[config.mk]
export PLATFORM = sky130hd
export DESIGN_NAME = scc_regbank
export DESIGN_NICKNAME = d
export VERILOG_FILES = /design/src/rtl/scc_pkg.sv /design/src/rtl/scc_regfile.sv /design/src/rtl/scc_rdport.sv /design/src/rtl/scc_regbank.sv
export SDC_FILE = /design/constraint.sdc
export NUM_CORES = 1
export LEC_CHECK = 0
export BUFFER_PORTS_ARGS = -buffer_cell sky130_fd_sc_hd__buf_2
export CORE_MARGIN = 5
export CORE_UTILIZATION = 59
export CTS_CLUSTER_SIZE = 8
export DETAILED_ROUTE_END_ITERATION = 10
export PLACE_DENSITY = 0.78
export SETUP_SLACK_MARGIN = 0.1
export SLEW_MARGIN = 10
export SYNTH_ARGS = -nofsm -noshare
export SYNTH_HDL_FRONTEND = slang
export SYNTH_SLANG_ARGS = --single-unit
[constraint.sdc]
create_clock -name clk -period 3 [get_ports clk]
set_clock_uncertainty 0.05 [all_clocks]
set_input_delay 0.15 -clock clk [delete_from_list [all_inputs] [get_ports clk]]
set_output_delay 0.15 -clock clk [all_outputs]
set_load 0.02 [all_outputs]
[src/rtl/scc_pkg.sv]
package scc_pkg;
  localparam int unsigned DATA_W   = 32;
  localparam int unsigned IDX_W    = 4;
  localparam int unsigned NUM_REGS = 8;
  localparam int unsigned SEL_W    = $clog2(NUM_REGS);
  localparam int unsigned ID_SLOT   = 0;
  localparam int unsigned CTRL_SLOT = 1;
  // control bits 4..7 in order: program32, data32, late abort, big endian
  localparam int unsigned MODE_LSB = 4;
  localparam int unsigned MODE_W   = 4;
  localparam logic [DATA_W-1:0] ID_WORD = 32'h4144_0110;
endpackage

[src/rtl/scc_regfile.sv]
module scc_regfile
  import scc_pkg::*;
#(
  parameter int unsigned DW = DATA_W,
  parameter int unsigned NR = NUM_REGS,
  localparam int unsigned AW = $clog2(NR)
) (
  input  logic          clk,
  input  logic          rst,
  input  logic [MODE_W-1:0] strap,
  // port A: core writes, wins on a same-slot collision
  input  logic          a_we,
  input  logic [AW-1:0] a_sel,
  input  logic [DW-1:0] a_wd,
  // port B: debug writes
  input  logic          b_we,
  input  logic [AW-1:0] b_sel,
  input  logic [DW-1:0] b_wd,
  input  logic [AW-1:0] ra_sel,
  output logic [DW-1:0] ra_q,
  input  logic [AW-1:0] rb_sel,
  output logic [DW-1:0] rb_q,
  output logic [MODE_W-1:0] mode
);
  logic [DW-1:0] mem [NR];
  logic [DW-1:0] seed;

  assign seed = DW'(strap) << MODE_LSB;

  always_ff @(posedge clk) begin
    if (rst) begin
      for (int i = 0; i < int'(NR); i++)
        mem[i] <= (i == int'(CTRL_SLOT)) ? seed : '0;
    end else begin
      if (b_we) mem[b_sel] <= b_wd;
      if (a_we) mem[a_sel] <= a_wd;
    end
  end

  assign ra_q = mem[ra_sel];
  assign rb_q = mem[rb_sel];
  assign mode = mem[CTRL_SLOT][MODE_LSB +: MODE_W];
endmodule

[src/rtl/scc_rdport.sv]
module scc_rdport
  import scc_pkg::*;
#(
  parameter int unsigned DW = DATA_W,
  parameter int unsigned AW = SEL_W
) (
  input  logic          clk,
  input  logic          rst,
  input  logic          en,
  input  logic [AW-1:0] sel,
  input  logic [DW-1:0] word,
  output logic [DW-1:0] q,
  output logic          vld
);
  logic [DW-1:0] nxt;

  always_comb begin
    if (sel == AW'(ID_SLOT)) nxt = DW'(ID_WORD);
    else                     nxt = word;
  end

  always_ff @(posedge clk) begin
    if (rst) begin
      q   <= '0;
      vld <= 1'b0;
    end else begin
      vld <= en;
      if (en) q <= nxt;
    end
  end
endmodule

[src/rtl/scc_regbank.sv]
module scc_regbank
  import scc_pkg::*;
(
  input  logic              clk,
  input  logic              rst,
  input  logic              strap_prog32,
  input  logic              strap_data32,
  input  logic              strap_late_abort,
  input  logic              strap_big_endian,
  input  logic              cp_rd_en,
  input  logic [IDX_W-1:0]  cp_rd_idx,
  output logic [DATA_W-1:0] cp_rd_data,
  output logic              cp_rd_done,
  input  logic              cp_wr_en,
  input  logic [IDX_W-1:0]  cp_wr_idx,
  input  logic [DATA_W-1:0] cp_wr_data,
  output logic              cp_wr_done,
  input  logic              dbg_rd_en,
  input  logic              dbg_wr_en,
  input  logic [IDX_W-1:0]  dbg_idx,
  input  logic [DATA_W-1:0] dbg_wdata,
  output logic [DATA_W-1:0] dbg_rdata,
  output logic              dbg_rvalid,
  output logic              cfg_prog32,
  output logic              cfg_data32,
  output logic              cfg_late_abort,
  output logic              cfg_big_endian
);
  logic [SEL_W-1:0]  rd_sel, wr_sel, dbg_sel;
  logic              dbg_in_range;
  logic [DATA_W-1:0] core_word, dbg_word;
  logic [MODE_W-1:0] mode;
  logic [2*(IDX_W-SEL_W)-1:0] unused_idx_hi;

  assign rd_sel        = cp_rd_idx[SEL_W-1:0];
  assign wr_sel        = cp_wr_idx[SEL_W-1:0];
  assign unused_idx_hi = {cp_rd_idx[IDX_W-1:SEL_W], cp_wr_idx[IDX_W-1:SEL_W]};
  assign dbg_sel       = dbg_idx[SEL_W-1:0];
  assign dbg_in_range  = (32'(dbg_idx) < NUM_REGS);

  scc_regfile #(.DW(DATA_W), .NR(NUM_REGS)) u_file (
    .clk    (clk),
    .rst    (rst),
    .strap  ({strap_big_endian, strap_late_abort, strap_data32, strap_prog32}),
    .a_we   (cp_wr_en),
    .a_sel  (wr_sel),
    .a_wd   (cp_wr_data),
    .b_we   (dbg_wr_en && dbg_in_range),
    .b_sel  (dbg_sel),
    .b_wd   (dbg_wdata),
    .ra_sel (rd_sel),
    .ra_q   (core_word),
    .rb_sel (dbg_sel),
    .rb_q   (dbg_word),
    .mode   (mode)
  );

  scc_rdport #(.DW(DATA_W), .AW(SEL_W)) u_core_rd (
    .clk  (clk),
    .rst  (rst),
    .en   (cp_rd_en),
    .sel  (rd_sel),
    .word (core_word),
    .q    (cp_rd_data),
    .vld  (cp_rd_done)
  );

  scc_rdport #(.DW(DATA_W), .AW(SEL_W)) u_dbg_rd (
    .clk  (clk),
    .rst  (rst),
    .en   (dbg_rd_en && dbg_in_range),
    .sel  (dbg_sel),
    .word (dbg_word),
    .q    (dbg_rdata),
    .vld  (dbg_rvalid)
  );

  always_ff @(posedge clk) begin
    if (rst) cp_wr_done <= 1'b0;
    else     cp_wr_done <= cp_wr_en;
  end

  assign {cfg_big_endian, cfg_late_abort, cfg_data32, cfg_prog32} = mode;
endmodule

==> flow_summary.json <==
{
  "cts_tree": "built",
  "fp.dieArea_sq_um": 29100,
  "seq_area_frac_synth_pct": 53.0,
  "critical_path_class": "input pin to flop",
  "synthCells": 1301,
  "final_cells": 1838,
  "synth_area_sq_um": 15200,
  "use_met2_pct": 55.2,
  "worstSkewPairLatency_ns": 0.54,
  "drtAntennaViolNets": 0,
  "worst_pin_slew_ns": 1.07,
  "drt_iter0_drc": 1992,
  "utilization_pct": 73.1,
  "vias": 13200,
  "overflow": 0,
  "status": "finished, final reports clean",
  "cts_hold_buf": 102,
  "use_met1_pct": 44.0,
  "antenna_found_initial": 1,
  "detail_route.wl_per_cell_um": 27.7,
  "syn-num-nets": 1387,
  "die_height_um": 171,
  "cts.path.max_buffers": 3,
  "cts_root_buffer": "clkbuf_16",
  "num_rows": 58,
  "cp.required_ns": 3.21,
  "setup_viol": 0,
  "hpwl_mm": 29.5,
  "design.core.area_sq_um": 25300,
  "post_cts_resized": 0,
  "p_per_area_nw_per_um2": 574,
  "max-slew-margin-rel_pct": 28.2,
  "nets": 1561,
  "setup-tns-final_ns": 0,
  "fin_area_sq_um": 18500,
  "dpl_cell_area_sq_um": 16200,
  "drtPass1Iterations": 6,
  "cp-end-kind": "flop",
  "drc": 0,
  "drv_cap": 0,
  "grt_pass1_vias": 13100,
  "ys_types": 38,
  "hold_viol": 0,
  "drv_slew": 0,
  "leakagePower_nw": 7.37,
  "cp-start-kind": "input pin",
  "synth_seq_cells": 291,
  "grt_pass1_wl_mm": 76.3,
  "drive_above_1_share_pct": 20.8,
  "clk_pin_slew_ns": 0.05,
  "grt_max_degree": 93,
  "viasPerCell": 7.16,
  "initial_utilization_pct": 60.2,
  "numCtsBuffers": 42,
  "wl_mm": 51.0,
  "holdWs_ns": 0.0818,
  "die_x_um": 171,
  "portBuffers": 154,
  "pin_count": 157,
  "ys_warn_count": 0,
  "period_share_pct": 89.0,
  "vdd_ir_drop_max_uv": 476,
  "syn_avg_cell_area_sq_um": 11.7,
  "cts_setup_buffers": 0,
  "arrival_ns": 2.88,
  "synth_top_flop_cell": "edfxtp_1",
  "fin_ws_ns": 0.331,
  "clock_sinks": 291,
  "grt_usage_pct": 34.3,
  "rsz0062_at_grt": "false",
  "met3_usage_pct": 9.38,
  "dp_slack_ns": 0.642,
  "path_max_fanout": 10,
  "synth_edf_count": 224,
  "timing.final.crit_period_ns": 2.67,
  "area_delta_synth_final_pct": 21.3,
  "cts-htree-levels": 2,
  "async_flop_share_pct": 0,
  "power_mw": 10.6,
  "fmax_mhz": 375,
  "hp-class": "input pin to flop",
  "post-place-cells": 1659,
  "globalplace.congestion": 0.901,
  "grt-busiest-layer": "met2"
}
## flip-flops by register name (all words and copies together) (netlist names)
signal and flops:
cp_wr_done 1, u_core_rd.q 32, u_core_rd.vld 1, u_dbg_rd.q 32, u_dbg_rd.vld 1, u_file.mem 224
## cells in the mapped netlist (22+ instances only)
cell type | instances | share of area [%]
o221ai_1 | 56 | 3.2
buf_1 | 67 | 1.7
clkbuf_1 | 80 | 2.0
a21oi_1 | 56 | 1.8
a211oi_1 | 33 | 1.6
o22ai_1 | 36 | 1.5
edfxtp_1 | 224 | 44
nor3_1 | 26 | 0.86
nor2_1 | 79 | 1.9
buf_2 | 36 | 1.2
nand2_1 | 22 | 0.54
a22o_1 | 246 | 14
mux2_2 | 25 | 1.9
mux2i_1 | 161 | 11
dfxtp_1 | 67 | 8.8
## logic make-up (layout without fill, tap and decap cells)
logic type | count (synthesis) | after routing | synth area share [%]
other | 0 | 1 | 0
buffers and inverters | 206 | 412 | 5.58
multiplexers | 187 | 187 | 12.6
flip-flops | 291 | 291 | 53.0
AND/OR/NAND/NOR | 163 | 163 | 5.15
AO/OA/AOI/OAI | 454 | 454 | 23.6
## path summary, 6_finish.rpt
kind	startpoint	end	slack (ns)	cells past startpoint
max	cp_wr_en	u_file.mem[5][16]$_DFFE_PP_	0.33	8
min	rst	u_dbg_rd.q[11]$_SDFFE_PP0P_	0.08	2
max reg2reg	u_file.mem[4][29]$_DFFE_PP_	u_core_rd.q[29]$_SDFFE_PP0P_	1.39	4
min reg2reg	u_core_rd.q[19]$_SDFFE_PP0P_	u_core_rd.q[19]$_SDFFE_PP0P_	0.42	2
## layout by cell type (no fill, tap or decap), drive strengths merged, types with 5 or more instances in the layout
| cell type | instances |
|---|---|
| o22ai | 36 |
| o21ai | 10 |
| buf | 219 |
| a21oi | 56 |
| nor3 | 27 |
| nand2b | 5 |
| a22o | 246 |
| dlygate4sd3 | 102 |
| nor2b | 10 |
| mux2i | 161 |
| clkbuf | 74 |
| nand2 | 22 |
| a211oi | 33 |
| mux2 | 25 |
| o221ai | 56 |
| or3b | 5 |
| a221oi | 8 |
| dfxtp | 67 |
| nor2 | 83 |
| edfxtp | 224 |
| inv | 15 |
## worst max-delay path, stage by stage
cell and delay [ns]:
dlygate4sd3_1 0.52, buf_2 0.14, or3b_1 0.49, nor2_4 0.36, nor2_2 0.22, buf_4 0.24
a22o_1 0.19, dlygate4sd3_1 0.58
## metal layers
layer	vias to the layer above	routed length [um]
li1	5486	-
met1	6293	17800
met2	1184	23500
met3	203	7550
met4	0	2190
met5	-	0
## cell type report
cell class                      instances  area (sq um)
Antenna cell                            1          2.50
Clock buffer                           74          1190
Clock inverter                          2          16.3
Fill cell                            1701          6800
Inverter                               15          56.3
Multi-Input combinational cell        804          6340
Sequential cell                       291          8070
Tap cell                              330           413
Timing Repair Buffer                  321          2360
## report_power, final
part           internal (mW)  total, mW  switching (mW)
registers               4.64       4.81           0.167
logic                  0.539       1.39           0.852
clock network           2.67       4.39            1.73
Power figures use the tool's default switching activity.
